[src/rtl/tref_sel_pkg.sv]
package tref_sel_pkg;
    typedef enum logic [0:0] {
        ST_INTERNAL = 1'b0,
        ST_TRACK    = 1'b1
    } sel_state_e;
endpackage

[src/rtl/tref_sel_elig.sv]
module tref_sel_elig #(
    parameter int N_REF = 3,
    parameter int QW    = 4
) (
    input  logic [N_REF-1:0]    prov,
    input  logic [N_REF-1:0]    qual,
    input  logic [N_REF*QW-1:0] ql,
    input  logic [QW-1:0]       node_ql,
    output logic [N_REF-1:0]    elig
);
    // all-ones quality code is the do-not-use marker
    for (genvar g = 0; g < N_REF; g++) begin : g_cand
        logic [QW-1:0] q;
        assign q       = ql[g*QW +: QW];
        assign elig[g] = prov[g] & qual[g] & (q != {QW{1'b1}}) & (q <= node_ql);
    end
endmodule

[src/rtl/tref_sel_rank.sv]
module tref_sel_rank #(
    parameter int N_REF = 3,
    parameter int QW    = 4,
    parameter int PW    = 2,
    parameter int IW    = 2
) (
    input  logic [N_REF-1:0]    mask,
    input  logic [N_REF*QW-1:0] ql,
    input  logic [N_REF*PW-1:0] prio,
    output logic                found,
    output logic [IW-1:0]       idx
);
    localparam int KW = QW + PW;

    logic [KW-1:0] best_key;
    logic [KW-1:0] cand_key;

    // quality is the major key, priority the minor; strict compare keeps lower index on ties
    always_comb begin
        found    = 1'b0;
        idx      = IW'(N_REF);
        best_key = '1;
        cand_key = '0;
        for (int i = 0; i < N_REF; i++) begin
            cand_key = {ql[i*QW +: QW], prio[i*PW +: PW]};
            if (mask[i] && (!found || cand_key < best_key)) begin
                found    = 1'b1;
                best_key = cand_key;
                idx      = IW'(i);
            end
        end
    end
endmodule

[src/rtl/tref_selector.sv]
module tref_selector
    import tref_sel_pkg::*;
#(
    parameter int N_REF = 3,
    parameter int QW    = 4,
    parameter int PW    = 2,
    parameter int IW    = $clog2(N_REF + 1)
) (
    input  logic                clk,
    input  logic                rst_n,
    input  logic [N_REF-1:0]    ref_prov,
    input  logic [N_REF-1:0]    ref_qual,
    input  logic [N_REF-1:0]    ref_is_line,
    input  logic [N_REF*QW-1:0] ref_ql,
    input  logic [N_REF*PW-1:0] ref_prio,
    input  logic [QW-1:0]       node_ql,
    input  logic                force_en,
    input  logic [IW-1:0]       force_idx,
    output logic [IW-1:0]       active_sel,
    output logic                sel_change,
    output logic                extout_valid,
    output logic [IW-1:0]       extout_sel
);
    localparam logic [IW-1:0] IDX_INTERNAL = IW'(N_REF);

    logic [N_REF-1:0] elig;
    logic             any_found;
    logic [IW-1:0]    any_idx;
    logic             line_found;
    logic [IW-1:0]    line_idx;
    logic             force_ok;
    logic [IW-1:0]    pick_idx;
    logic [IW-1:0]    next_sel;
    sel_state_e       state_q, state_d;

    tref_sel_elig #(.N_REF(N_REF), .QW(QW)) u_elig (
        .prov    (ref_prov),
        .qual    (ref_qual),
        .ql      (ref_ql),
        .node_ql (node_ql),
        .elig    (elig)
    );

    tref_sel_rank #(.N_REF(N_REF), .QW(QW), .PW(PW), .IW(IW)) u_rank_all (
        .mask  (elig),
        .ql    (ref_ql),
        .prio  (ref_prio),
        .found (any_found),
        .idx   (any_idx)
    );

    // outgoing port ranks line references only, so an external input is never relayed
    tref_sel_rank #(.N_REF(N_REF), .QW(QW), .PW(PW), .IW(IW)) u_rank_line (
        .mask  (elig & ref_is_line),
        .ql    (ref_ql),
        .prio  (ref_prio),
        .found (line_found),
        .idx   (line_idx)
    );

    always_comb begin
        force_ok = 1'b0;
        for (int i = 0; i < N_REF; i++) begin
            if (force_en && force_idx == IW'(i) && elig[i]) force_ok = 1'b1;
        end
        pick_idx = force_ok ? force_idx : any_idx;
    end

    // next state: EV_ACQUIRE, EV_RESELECT (stay), EV_FALLBACK
    always_comb begin
        state_d = state_q;
        unique case (state_q)
            ST_INTERNAL: if (any_found)  state_d = ST_TRACK;
            ST_TRACK:    if (!any_found) state_d = ST_INTERNAL;
            default:     state_d = ST_INTERNAL;
        endcase
    end

    always_comb begin
        unique case (state_d)
            ST_TRACK:    next_sel = pick_idx;
            ST_INTERNAL: next_sel = IDX_INTERNAL;
            default:     next_sel = IDX_INTERNAL;
        endcase
    end

    // state register
    always_ff @(posedge clk or negedge rst_n) begin
        if (!rst_n) state_q <= ST_INTERNAL;
        else        state_q <= state_d;
    end

    // output register
    always_ff @(posedge clk or negedge rst_n) begin
        if (!rst_n) begin
            active_sel   <= IDX_INTERNAL;
            sel_change   <= 1'b0;
            extout_valid <= 1'b0;
            extout_sel   <= '0;
        end else begin
            active_sel   <= next_sel;
            sel_change   <= (next_sel != active_sel);
            extout_valid <= line_found;
            extout_sel   <= line_found ? line_idx : '0;
        end
    end
endmodule

[config.mk]
export PLATFORM = sky130hd
export DESIGN_NAME = tref_selector
export DESIGN_NICKNAME = d
export VERILOG_FILES = /design/src/rtl/tref_sel_pkg.sv /design/src/rtl/tref_sel_elig.sv /design/src/rtl/tref_sel_rank.sv /design/src/rtl/tref_selector.sv
export SDC_FILE = /design/constraint.sdc
export NUM_CORES = 1
export LEC_CHECK = 0
export ABC_AREA = 1
export CORE_ASPECT_RATIO = 1.1
export CORE_MARGIN = 2
export CORE_UTILIZATION = 25
export CTS_BUF_LIST = sky130_fd_sc_hd__clkbuf_8
export DETAILED_ROUTE_END_ITERATION = 12
export PLACE_DENSITY = 0.45
export SLEW_MARGIN = 10
export SYNTH_ARGS = -nofsm -noshare
export SYNTH_HDL_FRONTEND = slang
export SYNTH_SLANG_ARGS = --single-unit
[constraint.sdc]
create_clock -name clk -period 0.9 [get_ports clk]
set_input_delay 0.09 -clock clk [delete_from_list [all_inputs] [get_ports clk]]
set_output_delay 0.09 -clock clk [all_outputs]
set_load 0.005 [all_outputs]
==> impl_results.md, run 1 <==
* Status: finished with violations
* Failing checks: setup timing
* Most crowded layer after global routing: met2
* Mapped Area at 1350 sq um
* Routed length per instance at between 10 and 15 microns
* Vias in the first global route at approximately 1700
* Detailed-route DRC error count at 0
* Final count of negative-setup-slack endpoints at 8
* Hold Crit Class: input pin to asynchronous set/reset pin
* Slew Limit Fails at 0
* Fin. Hold Viols at 0
* CP Max Fanout at 6
* CTS tree: built
* Worst-margin pin slew at around 0.28 ns
* Layout cell share with drive strength beyond 1 at 0.481
* Crit path kind: input pin to flip-flop
* Initial antenna violation count at 0
* Pwr dens at between 700 and 800 nW/um^2
* Routed Antenna Nets at 0
* Grt ovf at 0
* First-pass GRT wire length at approximately 7 mm
* Worst path bufs/invs at 3
* Placed standard-cell area at about 2300 sq um
* Post-synth net total at 272
* Syn Area/Cell at between 6 and 7 sq um
* Period utilization at 3.41
* Clock transition at path regs at 0.04 ns
* Routed Wire Length at approximately 4.4 mm
* CTS root buffer: clkbuf_8
* Layout area overhead at 104%
* HPWL after DPL at approximately 3.6 mm
* Worst-skew pair later-pin latency at approximately 0.22 ns
* M3 GR Usage at 0.0112
* Sequential element share of the synthesized area at 0.113
* Delay-heaviest family, CP: compound AO/OA/AOI/OAI gates
* Most frequent cells in the layout: 68 x buf_4, 43 x nand2_1, 23 x inv_1, 23 x ha_1, 19 x clkdlybuf4s50_1
* Crit-path slowest cell: ha_1
* Io pins at between 40 and 50
* Synthesis Warnings at 0
* CP arrival at 3.18 ns
* WP data required at 1.01 ns
* Leading cell type in the layout, fill and taps excluded: buf_4
* Slew margin rel. at 0.810
* Unrepaired setup endpoints after global routing: yes
* Die Y-Extent at approximately 80 microns
* Core Area at around 5300 sq um
* Vias/cell at around 4.3
* Startpoint Class: input pin
* Tmin final at between 3 and 4 ns
* Row cnt at 28
* Clock skew after layout at approximately 0.000063 ns
* Number of max-cap violations at 0
* Maximum clock frequency at roughly 0.33 GHz
* GRT Util Overall at 0.146
* GRT met1 Usage at 0.185
* Netlist cell types at 28
* CTS Buf Count at 3
* Vias at around 1700
* Longest Clk Path Bufs at 2
* Drt pass-1 iters at 4
* Fin cells at around 400
* Nets at ~400
* Max VDD drop at ~430 uV
* Placed Instances at 367
* Met2 Track Usage GR at 0.276
* Count of input and output buffers at 41
* Number of synthesized register bits at 6
* Starting DRT DRC Count at 51
* Final setup margin at -2.17 ns
* # fillers at ~530
* Starting Density at 0.255
* Crit. End Element: flip-flop
* Die width at between 70 and 80 microns
* # H-tree levels at 1
* GP Congestion at ~0.84
* Crit-path max cell delay at 0.33 ns
* Mapped Cells at around 200
* Pre-CTS setup slack at -3.02 ns
* Antenna diodes at 0
* Design Area, Final at ~2800 sq um
* Largest net degree at the start of global routing at 7
* Leakage at 0.00139 uW
* Clk sinks at 6
* Die ar. at 6000 sq um
* Cell mode on critical path: a21oi_2
-- cells in the mapped netlist (all sizes together) --
cell type  number  area share
o211ai          3       0.017
o31ai           1      0.0056
dfstp           2       0.039
inv            30       0.083
nor2           20       0.061
a41oi           2       0.013
ha             32        0.30
clkbuf          1      0.0028
o21bai          1      0.0056
nand3          13       0.052
o22ai           5       0.023
o21ai          10       0.040
a21boi          2       0.019
nand4           2      0.0093
a21oi          10       0.043
dfrtp           4       0.074
o21a            1      0.0056
a211oi          4       0.022
nand2          61        0.19
-- cells by family after synthesis --
family / count (synthesis) / share of synthesized area
adder cells (fa/ha/maj): 32 / 0.297
AND/OR/NAND/NOR: 96 / 0.310
buffers and inverters: 31 / 0.0862
AO/OA/AOI/OAI: 39 / 0.194
flip-flops: 6 / 0.113
-- stage by stage --
step	total power (uW)	setup TNS, ns	hold slack, ns	utilization
global placement	1360	-15.87	0.354	0.433
detailed placement	1360	-16.00	0.348	0.433
global route	2160	-12.67	0.120	0.520
finish	1980	-11.27	0.102	0.520
floorplan	792	-10.45	-0.206	-
CTS	1820	-11.75	0.112	0.465
-- timing repair --
action,4_1_cts,5_1_grt
gates cloned,1,0
endpoints found under the setup margin,12,8
resized for setup,82,50
pin swaps,31,42
setup buffers,9,15
hold buffers,0,0
-- per-layer routing --
metal  part of all wire  vias up
met3              0.011        0
met4                  0        0
met1               0.44      770
li1                   -      926
met2               0.54       16
met5                  0        -
-- power by group --
part	switching (uW)	internal (uW)
clock network	113	293
registers	14.9	318
logic	555	684
total	683	1290
-- final timing paths --
path                                         start                 endpoint  slack, ns  cells after the start
min in group clk                    ref_is_line[2]  extout_sel[1]$_DFF_PN0_       0.48                      3
max reg2reg                active_sel[1]$_DFF_PN1_     sel_change$_DFF_PN0_      -0.06                      6
max                                      ref_ql[3]  extout_sel[0]$_DFF_PN0_      -2.17                     25
min reg2reg                active_sel[0]$_DFF_PN1_     sel_change$_DFF_PN0_       0.73                      6
max in group asynchronous                    rst_n  active_sel[1]$_DFF_PN1_       0.53                      1
min                                          rst_n   extout_valid$_DFF_PN0_       0.10                      1
-- flip-flops by register name, indices dropped and copies added (netlist names) --
| signal | count |
|---|---|
| extout_valid | 1 |
| sel_change | 1 |
| active_sel | 2 |
| extout_sel | 2 |
-- cell type report --
type                    instances  area, sq um  area share
flip-flops and latches          6          153      0.0555
clock buffers                   3         41.3      0.0150
clock inverters                 1         3.75     0.00136
repair buffers                112          948       0.345
inverters                      30          130      0.0473
multi-input cells             168         1380       0.502
well taps                      75         93.8      0.0341
(Power assumes the default switching activity.)
==> inputs of run 2 (changes only) <==
--- a/config.mk
+++ b/config.mk
@@ -7,11 +7,12 @@
 export LEC_CHECK = 0
 export ABC_AREA = 1
 export CORE_ASPECT_RATIO = 1.1
-export CORE_MARGIN = 2
+export CORE_MARGIN = 4
 export CORE_UTILIZATION = 25
 export CTS_BUF_LIST = sky130_fd_sc_hd__clkbuf_8
 export DETAILED_ROUTE_END_ITERATION = 12
-export PLACE_DENSITY = 0.45
+export GPL_ROUTABILITY_DRIVEN = 0
+export PLACE_DENSITY_LB_ADDON = 0.08
 export SLEW_MARGIN = 10
 export SYNTH_ARGS = -nofsm -noshare
 export SYNTH_HDL_FRONTEND = slang
==> run 2 against run 1 <==
The run still ends with setup timing left; sequential share of layout area down 0.072 points; worst setup slack better by 0.0043 ns; register-to-register slack barely moved; die area rose by 11%; sequential power about the same; via count shrank 2.3%; non-clock buffer count fell by 7; core utilization increased by 2.3 points; clock power up 3%; fmax grew 0.14%; critical path depth grew 7; critical path type unchanged; highest routed layer is now met4.
==> impl_results.md, run 2 (synthesis gave the netlist of run 1 again) <==
* Starting Density at 0.263 (was 0.255)
* Tmin final at 3.07 ns (about the same)
* Clk sinks at 6 (unchanged)
* R2R cell count at 6 (unchanged)
* Max VDD drop at 507 uV (was 434 uV)
* Most frequent cells in the layout: 56 x buf_4, 42 x nand2_1, 23 x inv_1 (was 68 x buf_4, 43 x nand2_1, 23 x inv_1, 23 x ha_1, 19 x clkdlybuf4s50_1)
* Final setup margin at -2.17 ns (about the same)
* Worst-margin pin slew at 0.298 ns (was 0.283 ns)
* CP arrival at 3.18 ns (about the same)
* R2R setup slack at -0.05 ns (was -0.06 ns)
* Initial antenna violation count at 0 (unchanged)
* Die Y-Extent at 85.1 microns (was 81.1 microns)
* Largest net degree at the start of global routing at 7 (unchanged)
* CTS tree: built (unchanged)
* Clock skew after layout at 0.000105 ns (was 0.0000627 ns)
* Hold Crit Class: input pin to asynchronous set/reset pin (unchanged)
* Part of the power in the clock network at 0.209 (was 0.205)
* # H-tree levels at 1 (unchanged)
* GRT met1 Usage at 0.155 (was 0.185)
* Maximum clock frequency at 0.326 GHz (was 0.325 GHz)
* HPWL after DPL at 3.67 mm (was 3.60 mm)
* Die ar. at 6640 sq um (was 6000 sq um)
* WP data required at 1.01 ns (about the same)
* Regs by FF count: active_sel (2), extout_sel (2) (unchanged)
* Combinational power share at 0.624 (was 0.627)
* Met2 Track Usage GR at 0.257 (was 0.276)
* Worst-skew pair later-pin latency at 0.22 ns (about the same)
* Routed Wire Length at 4.47 mm (was 4.36 mm)
* Slew margin rel. at 0.799 (was 0.810)
* Critical Path End: sel_change$_DFF_PN0_ (was extout_sel[0]$_DFF_PN0_)
* Psw at 706 uW (was 683 uW)
* Slew Limit Fails at 0 (unchanged)
* Reg-to-reg critical path endpoint: sel_change$_DFF_PN0_ (unchanged)
* Die width at 78.1 microns (was 74.1 microns)
* Failing checks: setup timing (unchanged)
* Antenna diodes at 0 (unchanged)
* Leading cell type in the layout, fill and taps excluded: buf_4 (unchanged)
* Number of max-cap violations at 0 (unchanged)
* Crit path kind: input pin to flip-flop (unchanged)
* Fin. Hold Viols at 0 (unchanged)
* Starting DRT DRC Count at 39 (was 51)
* Design Area, Final at 2790 sq um (was 2750 sq um)
* Nets at 382 (was 389)
* Crit. Startpoint: node_ql[1] (was ref_ql[3])
* First-pass GRT wire length at 7.20 mm (was 7.07 mm)
* Routed Antenna Nets at 0 (unchanged)
* Placed standard-cell area at 2300 sq um (was 2290 sq um)
* Core Area at 5130 sq um (was 5290 sq um)
* Vias/cell at 4.35 (was 4.33)
* Status: finished with violations (unchanged)
* CP Max Fanout at 5 (was 6)
* Pwr dens at 714 nW/um^2 (was 719 nW/um^2)
* GRT Util Overall at 0.132 (was 0.146)
* Unrepaired setup endpoints after global routing: yes (unchanged)
* Drt pass-1 iters at 4 (unchanged)
* Most crowded layer after global routing: met2 (unchanged)
* R2R Path Start: active_sel[1]$_DFF_PN1_ (unchanged)
* Count of input and output buffers at 41 (unchanged)
* CTS Buf Count at 3 (unchanged)
* M3 GR Usage at 0.0170 (was 0.0112)
* Row cnt at 27 (was 28)
* Startpoint Class: input pin (unchanged)
* Vias at 1673 (was 1712)
* Grt ovf at 0 (unchanged)
* Layout area overhead at 106% (was 104%)
* Crit-path slowest cell: ha_1 (unchanged)
* Hold Slack at 0.116 ns (was 0.102 ns)
* Longest Clk Path Bufs at 2 (unchanged)
* Routed length per instance at 11.6 microns (was 11.0 microns)
* Crit. End Element: flip-flop (unchanged)
* Period utilization at 3.41 (about the same)
* Internal power at 1280 uW (was 1290 uW)
* Io pins at 42 (unchanged)
* Clock transition at path regs at 0.04 ns (about the same)
* CTS root buffer: clkbuf_8 (unchanged)
* Sw Ratio at 0.355 (was 0.345)
* Detailed-route DRC error count at 0 (unchanged)
* Vias in the first global route at 1652 (was 1674)
* Final count of negative-setup-slack endpoints at 8 (unchanged)
* Crit-path max cell delay at 0.25 ns (was 0.33 ns)
* Layout cell share with drive strength beyond 1 at 0.505 (was 0.481)
* Leakage at 0.00135 uW (was 0.00139 uW)
* Flop pwr share at 0.166 (was 0.168)
* Cell mode on critical path: nand2_1 (was a21oi_2)
-- run 2: changes by cell type in the layout (fill, tap and decap cells not counted), moves of 2 or more --
cell and change:
buf_2 +5, ha_1 -6, o21ai_2 +2, nor2_4 +2, buf_4 -12, clkdlybuf4s50_1 -2, ha_4 +6, nor2_2 -2
o21ai_1 -2, buf_8 +2
-- run 2: cell type report --
type                       instances  area, sq um
tap                               72         90.1
inverter                          30          130
timing repair buffer             105          895
clock buffer                       3         41.3
multi-input combinational        168         1470
clock inverter                     1         3.75
fill                             502         2350
sequential                         6          153
-- run 2: worst min-delay path by stage --
stage / startpoint / depth (start not counted) / slack [ns] / to
after floorplan: rst_n / 0 / -0.21 / extout_sel[0]$_DFF_PN0_
after global placement: rst_n / 1 / 0.36 / sel_change$_DFF_PN0_
after detailed placement: rst_n / 1 / 0.36 / sel_change$_DFF_PN0_
after CTS: rst_n / 1 / 0.12 / sel_change$_DFF_PN0_
after global routing: rst_n / 1 / 0.14 / extout_valid$_DFF_PN0_
final: rst_n / 1 / 0.12 / extout_sel[1]$_DFF_PN0_
-- run 2: repair_timing --
action / in CTS / in global routing
cloned: 1 / 0
endpoints found under the hold margin: 0 / 0
resized for setup: 104 / 55
hold buffers: 0 / 0
setup endpoints to repair: 12 / 9
pin swaps: 33 / 40
buffers inserted: 5 / 12
-- run 2: through the flow --
stage	total power [uW]	util	cells	setup TNS, ns	setup slack [ns]
after floorplan	792	-	204	-10.45	-2.27
after global placement	1360	0.448	366	-15.83	-3.02
after detailed placement	1360	0.448	366	-16.07	-3.07
after CTS	1860	0.489	375	-11.49	-2.33
after global routing	2160	0.543	385	-12.22	-2.45
final	1990	0.543	385	-10.86	-2.17
-- run 2: worst max-delay path, delay by kind of cell --
family | cells | cell delay, ns
AOI/OAI and AO/OA | 4 | 0.62
and+or+nand+nor | 20 | 1.35
adders and majority gates | 3 | 0.69
buffers and inverters | 5 | 0.41
-- run 2: routing by layer --
layer  wire (microns)  up-vias
met5                0        -
met4               12        0
met3              127        2
met2             2370       20
met1             1960      739
li1                 -      912
-- run 2: power groups by stage --
stage,combinational [uW],clock [uW],sequential [uW]
floorplan,451,0,341
global placement,1030,0,335
detailed placement,1030,0,334
CTS,1100,432,331
global route,1380,449,336
finish,1240,417,331
